--- src/rtl/rbe_pkg.sv ---
package rbe_pkg;
  localparam logic [31:0] OP_FILL    = 32'h0941_0000;
  localparam logic [13:0] OP_COPY_HI = 14'h0351;   // bits 31:18 of 0x0D44xxxx

  localparam logic [3:0] RA_QUEUE = 4'd0;
  localparam logic [3:0] RA_STAT  = 4'd1;
  localparam logic [3:0] RA_FREE  = 4'd2;
  localparam logic [3:0] RA_FG    = 4'd3;
  localparam logic [3:0] RA_BG    = 4'd4;
  localparam logic [3:0] RA_BASE  = 4'd5;
  localparam logic [3:0] RA_LW    = 4'd6;
  localparam logic [3:0] RA_CXMIN = 4'd7;
  localparam logic [3:0] RA_CXMAX = 4'd8;
  localparam logic [3:0] RA_CYMIN = 4'd9;
  localparam logic [3:0] RA_CYMAX = 4'd10;
  localparam logic [3:0] RA_MODE  = 4'd11;
  localparam logic [3:0] RA_SRST  = 4'd12;

  typedef enum logic [2:0] {
    S_OP, S_W1, S_W2, S_W3, S_FILL, S_CRD, S_CWR
  } eng_st_e;

  function automatic logic is_fill(logic [31:0] w);
    return w == OP_FILL;
  endfunction

  function automatic logic is_copy(logic [31:0] w);
    return (w[31:18] == OP_COPY_HI) && (w[15:0] == 16'h0000);
  endfunction

  // position along one axis: from the near edge upward or the far edge downward
  function automatic logic [15:0] scan_pos(logic [15:0] org, logic [15:0] len,
                                           logic [15:0] cnt, logic dec);
    return dec ? (org + len - 16'd1 - cnt) : (org + cnt);
  endfunction

  function automatic logic in_win(logic [15:0] x, logic [15:0] y,
                                  logic [15:0] xlo, logic [15:0] xhi,
                                  logic [15:0] ylo, logic [15:0] yhi);
    return (x >= xlo) && (x <= xhi) && (y >= ylo) && (y <= yhi);
  endfunction
endpackage

--- src/rtl/rbe_cmd_fifo.sv ---
module rbe_cmd_fifo #(
  parameter int DEPTH = 16,
  parameter int W     = 32,
  localparam int CW   = $clog2(DEPTH + 1),
  localparam int PW   = $clog2(DEPTH)
) (
  input  logic          clk,
  input  logic          rst_n,
  input  logic          flush,
  input  logic          push,
  input  logic [W-1:0]  wdata,
  input  logic          pop,
  output logic [W-1:0]  rdata,
  output logic          empty,
  output logic          full,
  output logic [CW-1:0] free,
  output logic          ovf_evt
);
  logic [W-1:0]  slot_q [DEPTH];
  logic [PW-1:0] wp_q, rp_q;
  logic [CW-1:0] cnt_q;
  logic          do_push, do_pop;

  assign empty   = (cnt_q == '0);
  assign full    = (cnt_q == CW'(DEPTH));
  assign do_push = push && !full && !flush;
  assign do_pop  = pop && !empty && !flush;
  assign ovf_evt = push && full && !flush;
  assign rdata   = slot_q[rp_q];
  assign free    = CW'(DEPTH) - cnt_q;

  always_ff @(posedge clk or negedge rst_n) begin
    if (!rst_n) begin
      wp_q  <= '0;
      rp_q  <= '0;
      cnt_q <= '0;
    end else if (flush) begin
      wp_q  <= '0;
      rp_q  <= '0;
      cnt_q <= '0;
    end else begin
      if (do_push) wp_q <= wp_q + PW'(1);
      if (do_pop)  rp_q <= rp_q + PW'(1);
      cnt_q <= cnt_q + CW'(do_push) - CW'(do_pop);
    end
  end

  always_ff @(posedge clk) begin
    if (do_push) slot_q[wp_q] <= wdata;
  end
endmodule

--- src/rtl/rbe_exec.sv ---
module rbe_exec import rbe_pkg::*; #(
  parameter int AW = 12
) (
  input  logic          clk,
  input  logic          rst_n,
  input  logic          flush,
  input  logic          cmd_empty,
  input  logic [31:0]   cmd_word,
  output logic          cmd_pop,
  input  logic [15:0]   fg,
  input  logic [AW-1:0] base,
  input  logic [AW-1:0] stride,
  input  logic [15:0]   cxmin,
  input  logic [15:0]   cxmax,
  input  logic [15:0]   cymin,
  input  logic [15:0]   cymax,
  input  logic          mode16,
  output logic          mem_we,
  output logic          mem_re,
  output logic [AW-1:0] mem_addr,
  output logic [15:0]   mem_wdata,
  input  logic [15:0]   mem_rdata,
  output logic          busy,
  output logic          fill_act,
  output logic          copy_act,
  output logic          err_evt,
  output logic [15:0]   wr_x,
  output logic [15:0]   wr_y
);
  function automatic logic [AW-1:0] lin_addr(logic [AW-1:0] b, logic [AW-1:0] s,
                                             logic [15:0] x, logic [15:0] y);
    return b + AW'(y) * s + AW'(x);
  endfunction

  eng_st_e     st_q;
  logic        cpy_q, xdec_q, ydec_q;
  logic [31:0] p0_q, p1_q, sz_q, dst_w;
  logic [15:0] cx_q, cy_q, w, h, src_x, src_y, pix;
  logic        last_x, last_px, sz_zero, take, step;

  assign w       = sz_q[15:0];
  assign h       = sz_q[31:16];
  assign last_x  = (cx_q == w - 16'd1);
  assign last_px = last_x && (cy_q == h - 16'd1);
  assign sz_zero = (cmd_word[31:16] == '0) || (cmd_word[15:0] == '0);
  assign take    = (st_q inside {S_OP, S_W1, S_W2, S_W3}) && !cmd_empty;
  assign step    = (st_q == S_FILL) || (st_q == S_CWR);
  assign cmd_pop = take;
  assign err_evt = (st_q == S_OP) && !cmd_empty && !is_fill(cmd_word) && !is_copy(cmd_word);

  assign dst_w = cpy_q ? p1_q : p0_q;
  assign src_x = scan_pos(p0_q[15:0],   w, cx_q, xdec_q);
  assign src_y = scan_pos(p0_q[31:16],  h, cy_q, ydec_q);
  assign wr_x  = scan_pos(dst_w[15:0],  w, cx_q, xdec_q);
  assign wr_y  = scan_pos(dst_w[31:16], h, cy_q, ydec_q);

  assign mem_re    = (st_q == S_CRD);
  assign mem_addr  = mem_re ? lin_addr(base, stride, src_x, src_y)
                            : lin_addr(base, stride, wr_x, wr_y);
  assign pix       = (st_q == S_FILL) ? fg : mem_rdata;
  assign mem_wdata = mode16 ? pix : {8'h00, pix[7:0]};
  assign mem_we    = step && in_win(wr_x, wr_y, cxmin, cxmax, cymin, cymax);

  assign busy     = (st_q != S_OP);
  assign fill_act = busy && !cpy_q;
  assign copy_act = busy && cpy_q;

  always_ff @(posedge clk or negedge rst_n) begin
    if (!rst_n) begin
      st_q <= S_OP;  cpy_q <= 1'b0;  xdec_q <= 1'b0;  ydec_q <= 1'b0;
      p0_q <= '0;    p1_q <= '0;     sz_q <= '0;      cx_q <= '0;  cy_q <= '0;
    end else if (flush) begin
      st_q <= S_OP;
    end else begin
      case (st_q)
        S_OP: if (take) begin
          if (is_fill(cmd_word)) begin
            cpy_q <= 1'b0;  xdec_q <= 1'b0;  ydec_q <= 1'b0;  st_q <= S_W1;
          end else if (is_copy(cmd_word)) begin
            cpy_q <= 1'b1;  xdec_q <= cmd_word[16];  ydec_q <= cmd_word[17];  st_q <= S_W1;
          end
        end
        S_W1: if (take) begin
          p0_q <= cmd_word;
          st_q <= S_W2;
        end
        S_W2: if (take) begin
          if (cpy_q) begin
            p1_q <= cmd_word;
            st_q <= S_W3;
          end else begin
            sz_q <= cmd_word;  cx_q <= '0;  cy_q <= '0;
            st_q <= sz_zero ? S_OP : S_FILL;
          end
        end
        S_W3: if (take) begin
          sz_q <= cmd_word;  cx_q <= '0;  cy_q <= '0;
          st_q <= sz_zero ? S_OP : S_CRD;
        end
        S_CRD: st_q <= S_CWR;
        default: begin
          if (last_x) begin
            cx_q <= '0;
            cy_q <= cy_q + 16'd1;
          end else begin
            cx_q <= cx_q + 16'd1;
          end
          if (last_px)             st_q <= S_OP;
          else if (st_q == S_CWR)  st_q <= S_CRD;
        end
      endcase
    end
  end
endmodule

--- src/rtl/rect_blit_engine.sv ---
module rect_blit_engine import rbe_pkg::*; #(
  parameter int AW         = 12,
  parameter int FIFO_DEPTH = 16,
  parameter int XRES       = 64,
  parameter int YRES       = 48
) (
  input  logic          clk,
  input  logic          rst_n,
  input  logic          reg_wr,
  input  logic [3:0]    reg_addr,
  input  logic [31:0]   reg_wdata,
  output logic [31:0]   reg_rdata,
  output logic          mem_we,
  output logic          mem_re,
  output logic [AW-1:0] mem_addr,
  output logic [15:0]   mem_wdata,
  input  logic [15:0]   mem_rdata
);
  localparam int CW = $clog2(FIFO_DEPTH + 1);

  logic [15:0]   fg_q, bg_q, cxmin_q, cxmax_q, cymin_q, cymax_q;
  logic [AW-1:0] base_q, lw_q;
  logic          mode16_q, err_flag, ovf_flag;
  logic          srst, push_req, fifo_empty, fifo_full, fifo_pop, ovf_evt;
  logic          exec_busy, fill_act, copy_act, err_evt, busy_any;
  logic [31:0]   head_word, stat_word;
  logic [CW-1:0] free_cnt;
  logic [15:0]   wr_x, wr_y;

  assign srst     = reg_wr && (reg_addr == RA_SRST) && reg_wdata[0];
  assign push_req = reg_wr && (reg_addr == RA_QUEUE);
  assign busy_any = exec_busy || !fifo_empty;
  assign stat_word = {18'b0, ovf_flag, err_flag, 3'b0, !fifo_empty, 2'b0,
                      copy_act, fill_act, 3'b0, busy_any};

  rbe_cmd_fifo #(.DEPTH(FIFO_DEPTH), .W(32)) fifo_i (
    .clk(clk), .rst_n(rst_n), .flush(srst), .push(push_req), .wdata(reg_wdata),
    .pop(fifo_pop), .rdata(head_word), .empty(fifo_empty), .full(fifo_full),
    .free(free_cnt), .ovf_evt(ovf_evt)
  );

  rbe_exec #(.AW(AW)) exec_i (
    .clk(clk), .rst_n(rst_n), .flush(srst), .cmd_empty(fifo_empty),
    .cmd_word(head_word), .cmd_pop(fifo_pop), .fg(fg_q), .base(base_q),
    .stride(lw_q), .cxmin(cxmin_q), .cxmax(cxmax_q), .cymin(cymin_q),
    .cymax(cymax_q), .mode16(mode16_q), .mem_we(mem_we), .mem_re(mem_re),
    .mem_addr(mem_addr), .mem_wdata(mem_wdata), .mem_rdata(mem_rdata),
    .busy(exec_busy), .fill_act(fill_act), .copy_act(copy_act),
    .err_evt(err_evt), .wr_x(wr_x), .wr_y(wr_y)
  );

  always_ff @(posedge clk or negedge rst_n) begin
    if (!rst_n) begin
      fg_q <= '0;  bg_q <= '0;  base_q <= '0;  lw_q <= AW'(XRES);
      cxmin_q <= '0;  cxmax_q <= 16'(XRES);  cymin_q <= '0;  cymax_q <= 16'(YRES);
      mode16_q <= 1'b1;  err_flag <= 1'b0;  ovf_flag <= 1'b0;
    end else begin
      if (srst) begin
        err_flag <= 1'b0;
        ovf_flag <= 1'b0;
      end else begin
        err_flag <= err_flag || err_evt;
        ovf_flag <= ovf_flag || ovf_evt;
      end
      if (reg_wr) begin
        case (reg_addr)
          RA_FG:    fg_q     <= reg_wdata[15:0];
          RA_BG:    bg_q     <= reg_wdata[15:0];
          RA_BASE:  base_q   <= reg_wdata[AW-1:0];
          RA_LW:    lw_q     <= reg_wdata[AW-1:0];
          RA_CXMIN: cxmin_q  <= reg_wdata[15:0];
          RA_CXMAX: cxmax_q  <= reg_wdata[15:0];
          RA_CYMIN: cymin_q  <= reg_wdata[15:0];
          RA_CYMAX: cymax_q  <= reg_wdata[15:0];
          RA_MODE:  mode16_q <= reg_wdata[15];
          default: ;
        endcase
      end
    end
  end

  always_comb begin
    case (reg_addr)
      RA_STAT:  reg_rdata = stat_word;
      RA_FREE:  reg_rdata = 32'(free_cnt);
      RA_FG:    reg_rdata = {16'b0, fg_q};
      RA_BG:    reg_rdata = {16'b0, bg_q};
      RA_BASE:  reg_rdata = 32'(base_q);
      RA_LW:    reg_rdata = 32'(lw_q);
      RA_CXMIN: reg_rdata = {16'b0, cxmin_q};
      RA_CXMAX: reg_rdata = {16'b0, cxmax_q};
      RA_CYMIN: reg_rdata = {16'b0, cymin_q};
      RA_CYMAX: reg_rdata = {16'b0, cymax_q};
      RA_MODE:  reg_rdata = {16'b0, mode16_q, 15'b0};
      default:  reg_rdata = '0;
    endcase
  end
endmodule

--- config.mk ---
export PLATFORM = sky130hd
export DESIGN_NAME = rect_blit_engine
export DESIGN_NICKNAME = d
export VERILOG_FILES = /design/src/rtl/rbe_pkg.sv /design/src/rtl/rbe_cmd_fifo.sv /design/src/rtl/rbe_exec.sv /design/src/rtl/rect_blit_engine.sv
export SDC_FILE = /design/constraint.sdc
export NUM_CORES = 2
export LEC_CHECK = 0
export BUFFER_PORTS_ARGS = -buffer_cell sky130_fd_sc_hd__buf_2
export CAP_MARGIN = 20
export CORE_AREA = 2 2 311 313
export DETAILED_ROUTE_END_ITERATION = 6
export DIE_AREA = 0 0 313 315
export PLACE_DENSITY_LB_ADDON = 0.2
export SLEW_MARGIN = 20
export SYNTH_ARGS = -nofsm -noshare
export SYNTH_HDL_FRONTEND = slang
export SYNTH_SLANG_ARGS = --single-unit
--- constraint.sdc ---
create_clock -name clk -period 27 [get_ports clk]
set_input_delay 1.35 -clock clk [delete_from_list [all_inputs] [get_ports clk]]
set_output_delay 1.35 -clock clk [all_outputs]
set_load 0.02 [all_outputs]
==> out/qor.yml <==
outcome:
  status: "complete, no violations"
critical_path:
  cp-start-kind: "flip-flop"
  worstPathArrival_ns: 9.91
  worst_r2r_path_depth: 13
  path_delay_family: "adder cells"
  worst_ep_required_time_ns: 25.65
  buf_inv_on_cp: 6
  cpMaxStageDelayCell: "sky130_fd_sc_hd__fa_1"
  reg2reg_setup_slack_ns: 21.07
  worst_setup_path_end_kind: "output pin"
  worstReg2RegStart: "fifo_i.rp_q[0]"
  worst_r2r_endpoint: "exec_i.cpy_q"
  slowest_delay_ns: 0.57
  worst_path_most_repeated_cell: "sky130_fd_sc_hd__fa_1"
  criticalPathCategory: "reg -> out"
  critPathMaxFanout: 8
clock_tree:
  tritoncts_num_sinks: 782
  cts-root-buf: "sky130_fd_sc_hd__clkbuf_16"
  postCtsSetupRepairBufs: 0
  cts-root-to-sink-buffers: 3
  h-tree-depth: 3
  clock_latency_at_the_later_pin_of_the_worst_skew_pair_ns: 0.67
  cts_resized: 0
  cts_tree: "yes"
  clk_transition_reported_paths_ns: 0.06
  cts-hold-fix-buffers: 0
  cts_inserted_buffers: 84
sta:
  finalWorstPathRequiredPeriod_ns: 11.26
  setup_viol_count_final: 0
  timing.max_slew.rel_slack_pct: 21.1
  timing_hold_violations_final: 0
  setup_slack_ns: 15.74
  rsz_0062_raised_after_global_routing: "false"
  post-route-period-util_pct: 41.7
  max_freq_mhz: 88.8
  drv_slew: 0
  setup_tns_ns: 0
  worst_pin_slew_ns: 1.18
  final.hold.worst_slack_ns: 0.477
  final.setup_skew_ns: 0.0605
synth:
  synth-warning-count: 0
  synth_top_cells_by_area: "sky130_fd_sc_hd__edfxtp_1 33%, sky130_fd_sc_hd__dfrtp_1 14%, sky130_fd_sc_hd__ha_1 7.5%, sky130_fd_sc_hd__fa_1 7.3%, sky130_fd_sc_hd__mux4_2 6.8%"
  synth_cells: 3924
  synth_top_area_cell: "sky130_fd_sc_hd__edfxtp_1"
  synth_largest_type_area_fraction_pct: 32.6
  post_synthesis_cell_type_count: 88
  synth_seq_area_share_pct: 46.9
  syn-cell-area_um2: 47200
  synth_seq_cells: 782
  yosys-top-cells-count: "512 x sky130_fd_sc_hd__edfxtp_1, 451 x sky130_fd_sc_hd__inv_1, 350 x sky130_fd_sc_hd__nand2_1"
  number_of_enable_flip_flop_cells_after_synthesis: 512
  synth.avg_cell_area_um2: 12.0
  async_flop_share_pct: 34.5
  dominant_synthesized_flop_cell: "sky130_fd_sc_hd__edfxtp_1"
  most_common_cell_in_the_synthesized_netlist: "sky130_fd_sc_hd__edfxtp_1"
detailed_routing:
  wl_um: 125000
  routed_via_density: 5.66
  initial_drt_markers: 2486
  route.detailed.wl_per_inst_um: 23.4
  count_of_nets_left_with_antenna_violations_after_detail_routing: 0
  via_count: 30335
  detail_route.first_pass.iterations: 7
  final_routed_drc_violation_total: 0
floorplan:
  boundaryPins: 117
  die-width_um: 313
  core.rowCount: 114
  core_area_um2: 95700
  die_h_um: 315
  start_util_pct: 49.3
  fp.dieArea_um2: 98600
finish:
  num-nets-final: 4518
  final.fill_count: 8269
  syn_to_final_growth_pct: 10.1
  final_layout_size_suffix_gt1_share_pct: 15.5
  final_util_pct: 54.2
global_route:
  global_route.usage.met2_pct: 42.3
  via_count_of_the_first_global_routing_pass: 30479
  gr-usage-met1_pct: 35.2
  grt_overflow: 0
  grt_antenna_before_repair: 4
  wire_length_of_the_first_global_routing_pass_um: 190000
  gr-usage-met3_pct: 4.13
  maximum_number_of_pins_on_one_net_before_global_route_repair: 156
  global_route.peak_usage_layer: "met2"
  groute.usage.overall_pct: 25.7
placed_design:
  portBuffers: 100
  dp_slack_ns: 16.37
  dpl_hpwl_um: 87500
  routabilityCongestion: 0.926
hold_path:
  whs_endpoint: "exec_i.p1_q[11]"
  holdPathStages: 2
  min_path_type: "reg -> reg"
  hold_start: "exec_i.p1_q[11]"
run:
  maxCapViolCount: 0
-- flip-flops by register name, summed over array words and instances, names as in the netlist, 3 cells and up --
| name | count |
|---|---|
| exec_i.st_q | 3 |
| fifo_i.wp_q | 4 |
| exec_i.cy_q | 16 |
| fifo_i.rp_q | 4 |
| exec_i.p0_q | 32 |
| lw_q | 12 |
| fifo_i.cnt_q | 5 |
| bg_q | 16 |
| fg_q | 16 |
| fifo_i.slot_q | 512 |
| exec_i.cx_q | 16 |
| cxmin_q | 16 |
| cymin_q | 16 |
| exec_i.sz_q | 32 |
| exec_i.p1_q | 32 |
| base_q | 12 |
| cxmax_q | 16 |
| cymax_q | 16 |
-- worst reg2reg max path, cell delays in order (launching register included) --
cell and delay [ns]:
sky130_fd_sc_hd__dfrtp_4 0.97, sky130_fd_sc_hd__buf_4 0.65, sky130_fd_sc_hd__buf_4 0.70, sky130_fd_sc_hd__mux4_2 0.59, sky130_fd_sc_hd__mux2i_1 0.16, sky130_fd_sc_hd__nor2_1 0.06, sky130_fd_sc_hd__a21oi_1 0.69, sky130_fd_sc_hd__nand2_1 0.13
sky130_fd_sc_hd__nor3_1 0.29, sky130_fd_sc_hd__nand4_1 0.20, sky130_fd_sc_hd__nor4_2 0.51, sky130_fd_sc_hd__and3_1 0.44, sky130_fd_sc_hd__nor2_1 0.07, sky130_fd_sc_hd__a31oi_1 0.32
-- stage by stage --
step / instance area [um2] / instances
3_3_place_gp: 49100 / 5197
6_report: 51900 / 5356
5_1_grt: 51900 / 5352
4_1_cts: 51900 / 5351
3_5_place_dp: 49100 / 5197
2_1_floorplan: 47200 / 3939
-- cells by family after synthesis --
kind of cell | share of synthesized area (%)
compound gates | 8.10
xor+xnor | 4.20
fa+ha+maj | 14.9
buf+inv | 5.25
flops | 46.9
mux | 11.7
other cells | 0.00795
simple gates | 8.93
-- cells in the final DEF (no fill, tap or decap), types with 37 or more instances in the layout --
master | netlist | routed
sky130_fd_sc_hd__ha_1 | 283 | 283
sky130_fd_sc_hd__mux4_2 | 142 | 142
sky130_fd_sc_hd__clkbuf_16 | 0 | 85
sky130_fd_sc_hd__o21ai_0 | 205 | 201
sky130_fd_sc_hd__buf_2 | 12 | 99
sky130_fd_sc_hd__nor2_1 | 186 | 170
sky130_fd_sc_hd__fa_1 | 173 | 173
sky130_fd_sc_hd__and2_1 | 87 | 87
sky130_fd_sc_hd__edfxtp_1 | 512 | 512
sky130_fd_sc_hd__nor3_1 | 37 | 37
sky130_fd_sc_hd__xnor2_1 | 139 | 139
sky130_fd_sc_hd__a21oi_1 | 137 | 134
sky130_fd_sc_hd__mux2i_1 | 54 | 54
sky130_fd_sc_hd__dfrtp_1 | 265 | 260
sky130_fd_sc_hd__o21a_1 | 37 | 37
sky130_fd_sc_hd__mux2_2 | 156 | 156
sky130_fd_sc_hd__nand2b_1 | 39 | 39
sky130_fd_sc_hd__nand2_1 | 350 | 349
sky130_fd_sc_hd__inv_1 | 451 | 451
sky130_fd_sc_hd__buf_4 | 21 | 48
sky130_fd_sc_hd__xor2_1 | 68 | 68
sky130_fd_sc_hd__nand3_1 | 44 | 44
-- final cells by class --
type	instances	area (um2)	area share, %
inverter	452	1700	3.27
timing repair buffer	149	891	1.72
clock buffer	105	2260	4.36
multi-input combinational	2538	22700	43.8
tap	1276	1600	3.08
sequential	782	22200	42.7
antenna	5	12.5	0.0241
clock inverter	49	549	1.06
-- layer usage --
layer,wire [um],up-vias,share of wire (%)
li1,-,13966,-
met1,53400,15327,43
met2,60100,867,48
met3,8150,173,6.5
met4,3690,2,2.9
met5,12,-,0.0096
-- worst max-delay path by stage --
stage / slack, ns / cells after the start / endpoint / from
after floorplan: 17.02 / 35 / mem_addr[11] / exec_i.cpy_q
after global placement: 16.54 / 34 / mem_addr[11] / exec_i.cy_q[1]
after detailed placement: 16.37 / 34 / mem_addr[11] / exec_i.cy_q[1]
after CTS: 15.67 / 34 / mem_addr[11] / exec_i.cy_q[1]
after global routing: 15.13 / 34 / mem_addr[11] / exec_i.cy_q[1]
final: 15.74 / 34 / mem_addr[11] / exec_i.cy_q[1]
Power is not shown: default switching activity piles up to over one toggle a cycle in this logic, so the estimate is an artifact.
